==> src/rtl/btb_pkg.sv <==
// Shared types for the branch target predictor.
package btb_pkg;
    // Classification of what the execute stage resolved.
    typedef enum logic [1:0] {
        RES_NONE        = 2'd0,  // correct or not a control transfer
        RES_LATE_TAKEN  = 2'd1,  // predicted fall-through, went taken
        RES_FALSE_TAKEN = 2'd2,  // predicted taken, fell through
        RES_INDIRECT    = 2'd3   // taken register-indirect jump
    } res_kind_e;
endpackage

==> src/rtl/btb_table.sv <==
// Direct-mapped storage of (sequential address, target) pairs with valid bits.
// Lookup is combinational. Writes land at the clock edge, so a lookup in the
// cycle of a write sees the old contents. Assumes ENTRIES is a power of two, at least 2.
module btb_table #(
    parameter int unsigned XLEN    = 32,
    parameter int unsigned ENTRIES = 4
) (
    input  logic            clk,
    input  logic            rst_n,
    input  logic [XLEN-1:0] rd_addr,
    output logic            rd_hit,
    output logic [XLEN-1:0] rd_target,
    input  logic            wr_en,
    input  logic [XLEN-1:0] wr_addr,
    input  logic [XLEN-1:0] wr_target
);
    localparam int unsigned IDX_W   = $clog2(ENTRIES);
    localparam int unsigned IDX_LSB = 2;

    logic [IDX_W-1:0]   rd_idx;
    logic [IDX_W-1:0]   wr_idx;
    logic [ENTRIES-1:0] ent_match;
    logic [XLEN-1:0]    ent_masked [ENTRIES];

    assign rd_idx = rd_addr[IDX_LSB +: IDX_W];
    assign wr_idx = wr_addr[IDX_LSB +: IDX_W];

    for (genvar e = 0; e < ENTRIES; e++) begin : g_entry
        logic            ent_valid;
        logic [XLEN-1:0] ent_tag;
        logic [XLEN-1:0] ent_tgt;
        logic            sel_wr;

        assign sel_wr = wr_en && (wr_idx == IDX_W'(e));

        // Valid bit: cleared on reset, set by the first write, never cleared again.
        always_ff @(posedge clk) begin
            if (!rst_n)      ent_valid <= 1'b0;
            else if (sel_wr) ent_valid <= 1'b1;
        end

        // Address and target payload; no reset needed behind the valid bit.
        always_ff @(posedge clk) begin
            if (sel_wr) begin
                ent_tag <= wr_addr;
                ent_tgt <= wr_target;
            end
        end

        assign ent_match[e]  = ent_valid && (rd_idx == IDX_W'(e)) && (ent_tag == rd_addr);
        assign ent_masked[e] = ent_match[e] ? ent_tgt : '0;
    end

    // Reduce the one-hot match vector to a hit flag and target.
    always_comb begin
        rd_target = '0;
        for (int e = 0; e < ENTRIES; e++) rd_target = rd_target | ent_masked[e];
        rd_hit = |ent_match;
    end
endmodule

==> src/rtl/btb_resolve.sv <==
// Execute-stage resolution. Compares the pipelined prediction with the real
// outcome, decides whether to kill and redirect, and whether to allocate.
// Assumes at most one of is_branch / is_jalr is set.
module btb_resolve
    import btb_pkg::*;
#(
    parameter int unsigned XLEN = 32
) (
    input  logic            valid,
    input  logic            is_branch,
    input  logic            is_jalr,
    input  logic            taken,
    input  logic            pred_taken,
    input  logic [XLEN-1:0] pc_plus4,
    input  logic [XLEN-1:0] target,
    output res_kind_e       kind,
    output logic            mispredict,
    output logic [XLEN-1:0] redirect_pc,
    output logic            alloc
);
    // Classify the resolved instruction.
    always_comb begin
        kind = RES_NONE;
        if (valid) begin
            if (is_jalr && taken)                    kind = RES_INDIRECT;
            else if (is_branch && taken && !pred_taken) kind = RES_LATE_TAKEN;
            else if (is_branch && !taken && pred_taken) kind = RES_FALSE_TAKEN;
        end
    end

    // Derive kill, redirect address and allocation from the class.
    always_comb begin
        mispredict  = (kind != RES_NONE);
        alloc       = (kind == RES_LATE_TAKEN);
        redirect_pc = (kind == RES_FALSE_TAKEN) ? pc_plus4 : target;
    end
endmodule

==> src/rtl/btb_nextpc.sv <==
// Next-PC selection. An execute redirect wins over a fetch prediction, which
// wins over the sequential address.
module btb_nextpc #(
    parameter int unsigned XLEN = 32
) (
    input  logic            redirect,
    input  logic [XLEN-1:0] redirect_pc,
    input  logic            pred_hit,
    input  logic [XLEN-1:0] pred_target,
    input  logic [XLEN-1:0] seq_pc,
    output logic [XLEN-1:0] next_pc
);
    // Priority mux of the three sources.
    always_comb begin
        if (redirect)      next_pc = redirect_pc;
        else if (pred_hit) next_pc = pred_target;
        else               next_pc = seq_pc;
    end
endmodule

==> src/rtl/btb_predictor.sv <==
// Top of the branch target predictor: table lookup in fetch, a one-bit
// prediction pipeline register, resolution in execute and next-PC selection.
// Assumes the datapath presents, in execute, the instruction that was fetched
// in the previous cycle.
module btb_predictor
    import btb_pkg::*;
#(
    parameter int unsigned XLEN    = 32,
    parameter int unsigned ENTRIES = 4
) (
    input  logic            clk,
    input  logic            rst_n,
    input  logic [XLEN-1:0] f_pc_plus4,
    output logic            f_pred_taken,
    output logic [XLEN-1:0] f_pred_target,
    output logic [XLEN-1:0] f_next_pc,
    input  logic            x_valid,
    input  logic            x_is_branch,
    input  logic            x_is_jalr,
    input  logic            x_taken,
    input  logic [XLEN-1:0] x_pc_plus4,
    input  logic [XLEN-1:0] x_target,
    output logic            x_mispredict,
    output logic [XLEN-1:0] x_redirect_pc
);
    logic      x_pred_q;
    logic      alloc;
    res_kind_e kind;

    btb_table #(.XLEN(XLEN), .ENTRIES(ENTRIES)) u_table (
        .clk      (clk),
        .rst_n    (rst_n),
        .rd_addr  (f_pc_plus4),
        .rd_hit   (f_pred_taken),
        .rd_target(f_pred_target),
        .wr_en    (alloc),
        .wr_addr  (x_pc_plus4),
        .wr_target(x_target)
    );

    // Carry the fetch prediction to execute; a killed fetch carries 0.
    always_ff @(posedge clk) begin
        if (!rst_n) x_pred_q <= 1'b0;
        else        x_pred_q <= f_pred_taken && !x_mispredict;
    end

    btb_resolve #(.XLEN(XLEN)) u_resolve (
        .valid      (x_valid),
        .is_branch  (x_is_branch),
        .is_jalr    (x_is_jalr),
        .taken      (x_taken),
        .pred_taken (x_pred_q),
        .pc_plus4   (x_pc_plus4),
        .target     (x_target),
        .kind       (kind),
        .mispredict (x_mispredict),
        .redirect_pc(x_redirect_pc),
        .alloc      (alloc)
    );

    btb_nextpc #(.XLEN(XLEN)) u_nextpc (
        .redirect   (x_mispredict),
        .redirect_pc(x_redirect_pc),
        .pred_hit   (f_pred_taken),
        .pred_target(f_pred_target),
        .seq_pc     (f_pc_plus4),
        .next_pc    (f_next_pc)
    );
endmodule

==> config.mk <==
export PLATFORM = sky130hd
export DESIGN_NAME = btb_predictor
export DESIGN_NICKNAME = d
export VERILOG_FILES = /design/src/rtl/btb_pkg.sv /design/src/rtl/btb_table.sv /design/src/rtl/btb_resolve.sv /design/src/rtl/btb_nextpc.sv /design/src/rtl/btb_predictor.sv
export SDC_FILE = /design/constraint.sdc
export NUM_CORES = 1
export LEC_CHECK = 0
export CAP_MARGIN = 40
export CORE_MARGIN = 4
export CORE_UTILIZATION = 25
export CTS_CLUSTER_DIAMETER = 150
export CTS_CLUSTER_SIZE = 16
export DETAILED_ROUTE_END_ITERATION = 12
export PLACE_DENSITY = 0.56
export RECOVER_POWER = 25
export SYNTH_ARGS = -nofsm -noshare
export SYNTH_HDL_FRONTEND = slang
export SYNTH_SLANG_ARGS = --single-unit
==> constraint.sdc <==
create_clock -name clk -period 8 [get_ports clk]
set_input_delay 2 -clock clk [delete_from_list [all_inputs] [get_ports clk]]
set_output_delay 2 -clock clk [all_outputs]
set_load 0.005 [all_outputs]
==> results of run 1 <==
-- cell type report --
type,instances,area share [%]
Sequential cell,261,47.5
Clock inverter,1,0.0992
Multi-Input combinational cell,566,27.3
Antenna cell,2,0.0305
Tap cell,672,5.13
Clock buffer,35,3.53
Inverter,66,1.51
Timing Repair Buffer,251,14.9
-- metal layers --
layer  up-vias  global-route usage [%]
met4         4                    3.87
met1      4800                    22.7
li1       4187                       -
met5         -                       0
met2       479                    28.1
met3        67                    3.08
-- stage by stage --
stage / total power [µW] / utilization, %
floorplan: 1660 / -
global placement: 1830 / 31.2
detailed placement: 1830 / 31.3
CTS: 2810 / 32.5
global route: 2880 / 32.5
finish: 2790 / 32.5
-- state kept, by name, indices dropped and copies added, names as in the netlist --
name and flops:
x_pred_q 1, u_table.g_entry.ent_valid 4, u_table.g_entry.ent_tgt 128, u_table.g_entry.ent_tag 128
-- synthesized netlist by cell type --
cell and n:
edfxtp_1 256, xor2_1 82, clkbuf_1 70, inv_1 66
nor3_1 66, a22oi_1 64, xnor2_1 42, nand2_1 38
and3_1 33, a2111oi_0 32, o41ai_1 32, a2111o_1 31
a21oi_2 30, nor4_1 26, mux2_2 22, nand4_1 22
buf_2 11, mux2_1 10, dfxtp_1 5, a21oi_1 4
buf_1 4, buf_4 4, nor2_1 4, o21a_1 4
or4_1 4, buf_12 3, nand4b_1 3, nor4b_1 3
and3b_1 2, or4b_1 2, a211oi_1 1, a2bb2o_4 1
buf_6 1, nand2b_1 1, nor3b_1 1, nor4_2 1
nor4b_2 1, nor4bb_1 1, o21ba_4 1, o22ai_1 1
or3_1 1
-- worst max-delay path by stage --
stage                         startpoint                                 endpoint  slack, ps  cells past startpoint
after global routing       f_pc_plus4[7]                            f_next_pc[27]        310                     10
after global placement    f_pc_plus4[22]                            f_next_pc[27]        420                     10
final                     f_pc_plus4[14]                            f_next_pc[27]        440                     10
after CTS                  f_pc_plus4[7]                            f_next_pc[27]        420                     10
after floorplan                  x_taken  u_table.g_entry[0].ent_tag[0]$_DFFE_PP_         20                      3
after detailed placement   f_pc_plus4[7]                            f_next_pc[27]        450                     10
-- power breakdown --
| group | total [µW] | leakage [µW] | switching (µW) | internal [µW] |
|---|---|---|---|---|
| registers | 1520 | 0.00235 | 6.71 | 1520 |
| logic | 276 | 0.00282 | 150 | 126 |
| clock network | 989 | 0.000282 | 494 | 495 |
-- worst max-delay path: stages --
cell and delay [ps]:
clkdlybuf4s50_1 690, xor2_1 280, nor4_1 510, nand4_1 420, nor2_2 310, buf_4 290, a2111oi_0 190, buf_4 170
a21oi_2 120, clkdlybuf4s50_1 570
-- logic make-up (layout without fill, tap and decap cells) --
group | after synthesis | after routing | synth area share [%]
buffers and inverters | 159 | 353 | 5.31
flip-flops | 261 | 261 | 60.6
AO/OA/AOI/OAI | 201 | 201 | 13.7
other | 0 | 2 | 0
multiplexers | 32 | 32 | 2.81
AND/OR/NAND/NOR | 209 | 209 | 9.13
XOR/XNOR | 124 | 124 | 8.46
==> impl_metrics.csv, run 1 <==
group,metric,value,unit
floorplanning,io_pins,200,
finish,layout-drive-gt1-share,12.1,%
floorplanning,fp.coreArea,0.0505,mm²
finish,syn_to_final_growth,27.6,%
sta,tightest_slew,1070,ps
logic_synthesis,netlist_top_cells_area,"edfxtp_1 (60%), xor2_1 (5.6%), a22oi_1 (3.7%)",
logic_synthesis,seq_area_frac_synth,60.6,%
setup_path,path_max_fanout,15,
global_route,antenna_found_initial,3,
logic_synthesis,syn-cell-area,0.0128,mm²
placed_design,placed_cell_area,0.0158,mm²
floorplanning,initial_core_util,25.4,%
setup_path,ff2ff_path_depth,8,
global_route,grt_max_degree,42,
logic_synthesis,yosysTopAreaCellShare,59.9,%
hold_path,hold_end,"u_table.g_entry[3].ent_valid$_SDFFE_PN0P_",
global_route,gr-total-overflow,0,
finish,final_cell_mix,"edfxtp_1 (256), clkdlybuf4s50_1 (160), xor2_1 (82), inv_1 (66)",
logic_synthesis,synth-seq-cells,261,
sta,setup_viol,0,
setup_path,critPathKind,"in -> out",
placed_design,place_congestion,0.834,
clocking,path_clk_slew,70,ps
detailed_routing,wirelength_met1,20700,µm
setup_path,r2r_end,"x_pred_q$_SDFF_PN0_",
placed_design,place_inst,1816,
sta,finalCriticalPeriod,7560,ps
detailed_routing,wl_met2,23200,µm
placed_design,place_ws,446,ps
detailed_routing,drc,0,
clocking,h-tree-depth,1,
logic_synthesis,netlist_instances,986,
sta,rsz0062_at_grt,"no",
pwr,power.density,170,mW/mm²
setup_path,startpoint_type,"input port",
setup_path,r2r_slack,5130,ps
detailed_routing,top_layer,"met5",
detailed_routing,routedWlPerCell,26.2,µm
clocking,root_buffer,"clkbuf_16",
clocking,ctsResizeCount,0,
floorplanning,chipHeight,235,µm
detailed_routing,vias,9537,
hold_path,holdCritStartpoint,"u_table.g_entry[3].ent_valid$_SDFFE_PN0P_",
finish,fin_area,0.0164,mm²
detailed_routing,ant_nets,0,
clocking,cts.hold.buffers_added,0,
finish,nets,1268,
sta,timing.fmax,132,MHz
pwr,leakage,0.00545,µW
clocking,clkSinkCount,261,
logic_synthesis,ys_warn_count,0,
clocking,post_cts_buffers,0,
global_route,grt_use_total,16.8,%
sta,final_max_slew_viol_count,0,
clocking,cts_buffers,20,
hold_path,hold_path.class,"reg -> reg",
floorplanning,rows,82,
clocking,cts_tree,"yes",
finish,num-fill-cells,5031,
global_route,grt_pass1_wl,69600,µm
logic_synthesis,synth_nets,1088,
detailed_routing,dr_wl_met3,3640,µm
global_route,first_global_vias,9950,
floorplanning,dieArea,0.0551,mm²
sta,totalNegativeSetupSlack,0,ps
placed_design,io_buffers,199,
floorplanning,die_x,235,µm
finish,register_area,0.00779,mm²
setup_path,r2r-start,"u_table.g_entry[2].ent_tag[26]$_DFFE_PP_",
logic_synthesis,syn_avg_cell_area,13.0,µm²
sta,hold_viol,0,
finish,final_common_cell,"edfxtp_1",
sta,fin_ws,436,ps
placed_design,dpl.hpwl,35000,µm
sta,period_share,94.5,%
pwr,ir_drop,0.000102,V
finish,multi_input_area,0.00447,mm²
logic_synthesis,synth_area_leader_cell,"edfxtp_1",
setup_path,critical_path.endpoint_type,"output port",
sta,skew,12.8,ps
sta,whs,473,ps
hold_path,hold_depth,1,
clocking,max-clock-path-buffers,3,
setup_path,required,6000,ps
detailed_routing,wl,48600,µm
detailed_routing,viasPerCell,5.14,
detailed_routing,firstDrtPassIters,5,
clocking,clk_latency,520,ps
detailed_routing,drt_first_iter_violations,1044,
sta,slew_headroom,26.7,%
finish,instances_no_fill,1854,
logic_synthesis,yosysUniqueCellTypes,41,
outcome,status,"completed",
setup_path,critPathArrivalTime,5560,ps
flow_run,maxCapViolCount,0,
No activity file was read; power rests on OpenSTA's default activity.
==> run 2, diff against run 1 <==
==> constraint.sdc (replaced) <==
create_clock -name clk -period 8 [get_ports clk]
set_input_delay 2 -clock clk [delete_from_list [all_inputs] [get_ports clk]]
set_output_delay 2 -clock clk [all_outputs]
set_load 0.05 [all_outputs]
==> run 2 against run 1 <==
Compared with the run above: final cell count up 0.49%; clock power down 2.4%; die area unchanged; highest routed layer unchanged.
==> impl_metrics.csv, run 2 (synthesis results as in run 1) <==
group,metric,value,unit
outcome,status,"completed",
placed_design,place_congestion,0.860,
setup_path,critical_path.endpoint_type,"output port",
flow_run,maxCapViolCount,0,
global_route,gr-total-overflow,0,
clocking,path_clk_slew,70,ps
setup_path,endpoint,"f_next_pc[31]",
placed_design,io_buffers,199,
placed_design,place_ws,626,ps
placed_design,dpl.hpwl,34900,µm
sta,fin_ws,598,ps
detailed_routing,drc,0,
clocking,clkSinkCount,261,
detailed_routing,firstDrtPassIters,6,
sta,period_share,92.5,%
sta,setup_viol,0,
clocking,root_buffer,"clkbuf_16",
floorplanning,fp.coreArea,0.0505,mm²
clocking,cts.hold.buffers_added,0,
sta,slew_headroom,39.9,%
sta,hold_viol,0,
clocking,post_cts_buffers,0,
pwr,leakage,0.00585,µW
finish,layout-drive-gt1-share,20.4,%
sta,whs,475,ps
detailed_routing,wl,48100,µm
setup_path,ff2ff_path_depth,8,
detailed_routing,drt_first_iter_violations,942,
global_route,grt_use_total,16.6,%
sta,final_max_slew_viol_count,0,
clocking,cts_tree,"yes",
sta,totalNegativeSetupSlack,0,ps
clocking,ctsResizeCount,0,
finish,top_regs,"u_table.g_entry.ent_tag (128), u_table.g_entry.ent_tgt (128), u_table.g_entry.ent_valid (4)",
finish,final_common_cell,"edfxtp_1",
setup_path,r2r_end,"x_pred_q$_SDFF_PN0_",
setup_path,slowest_stage,"clkdlybuf4s50_1",
pwr,ir_drop,0.0000928,V
setup_path,max_stage_delay,670,ps
sta,tightest_slew,878,ps
setup_path,critPathKind,"in -> out",
clocking,max-clock-path-buffers,3,
global_route,antenna_found_initial,4,
sta,skew,12.1,ps
finish,final_core_util,33.8,%
setup_path,critPathArrivalTime,5400,ps
hold_path,hold_path.class,"reg -> reg",
global_route,grt_pass1_wl,68800,µm
finish,final_cell_mix,"edfxtp_1 (256), xor2_1 (82), buf_4 (80), buf_12 (70), inv_1 (66)",
floorplanning,initial_core_util,25.4,%
setup_path,r2r-start,"u_table.g_entry[0].ent_tag[31]$_DFFE_PP_",
sta,finalCriticalPeriod,7400,ps
global_route,first_global_vias,9638,
setup_path,required,6000,ps
global_route,grt_max_degree,50,
clocking,h-tree-depth,1,
floorplanning,io_pins,200,
finish,nets,1278,
setup_path,crit_path_frequent_cell,"buf_4",
floorplanning,die_x,235,µm
detailed_routing,viasPerCell,5.12,
setup_path,crit_family,"buffers and inverters",
setup_path,startpoint_type,"input port",
detailed_routing,routedWlPerCell,25.8,µm
floorplanning,chipHeight,235,µm
clocking,cts_buffers,20,
detailed_routing,ant_nets,0,
sta,rsz0062_at_grt,"no",
setup_path,crit_buf_inv,3,
sta,timing.fmax,135,MHz
setup_path,critPathLaunch,"f_pc_plus4[7]",
detailed_routing,vias,9534,
setup_path,crit_cells,9,
finish,num-fill-cells,4929,
clocking,clk_latency,510,ps
setup_path,r2r_slack,5050,ps
finish,syn_to_final_growth,32.8,%
pwr,power,2860,µW
setup_path,path_max_fanout,26,
pwr,power.density,168,mW/mm²
floorplanning,rows,82,
floorplanning,dieArea,0.0551,mm²
setup_path,path_cells,"clkdlybuf4s50_1, xnor2_1, or4b_1, or4_1, a2bb2o_4, o21ba_4, buf_4, a21oi_1, buf_4",
-- run 2: power by group --
group / switching, µW / internal [µW] / leakage, µW
Sequential: 6.46 / 1520 / 0.00235
Clock: 472 / 493 / 0.000281
Combinational: 232 / 140 / 0.00322
-- run 2: metrics by stage --
stage | instances | instance area, µm²
after floorplan | 986 | 12800
after global placement | 1815 | 16300
after detailed placement | 1825 | 16400
after CTS | 1860 | 17000
after global routing | 1863 | 17000
final | 1863 | 17000
-- run 2: routing by layer --
layer,wire length [µm],track usage [%]
met1,20400,22.8
met2,23200,27.5
met3,3710,2.99
met4,876,3.62
met5,27,0
-- run 2: worst min path at each step --
stage | depth (start not counted) | slack [ps] | startpoint | to
floorplan | 1 | 440 | u_table.g_entry[3].ent_valid$_SDFFE_PN0P_ | u_table.g_entry[3].ent_valid$_SDFFE_PN0P_
global placement | 1 | 450 | u_table.g_entry[3].ent_valid$_SDFFE_PN0P_ | u_table.g_entry[3].ent_valid$_SDFFE_PN0P_
detailed placement | 1 | 450 | u_table.g_entry[3].ent_valid$_SDFFE_PN0P_ | u_table.g_entry[3].ent_valid$_SDFFE_PN0P_
global route | 1 | 490 | u_table.g_entry[2].ent_valid$_SDFFE_PN0P_ | u_table.g_entry[2].ent_valid$_SDFFE_PN0P_
CTS | 1 | 470 | u_table.g_entry[3].ent_valid$_SDFFE_PN0P_ | u_table.g_entry[3].ent_valid$_SDFFE_PN0P_
finish | 1 | 470 | u_table.g_entry[3].ent_valid$_SDFFE_PN0P_ | u_table.g_entry[3].ent_valid$_SDFFE_PN0P_
-- run 2: cell type report --
| class | instances | area (µm²) | share of cell area (%) |
|---|---|---|---|
| multi-input combinational | 566 | 4470 | 26.2 |
| clock inverter | 1 | 16.3 | 0.0954 |
| antenna | 2 | 5.00 | 0.0294 |
| clock buffer | 34 | 574 | 3.37 |
| inverter | 66 | 248 | 1.45 |
| timing repair buffer | 261 | 3110 | 18.2 |
| sequential | 261 | 7790 | 45.7 |
| tap | 672 | 841 | 4.93 |
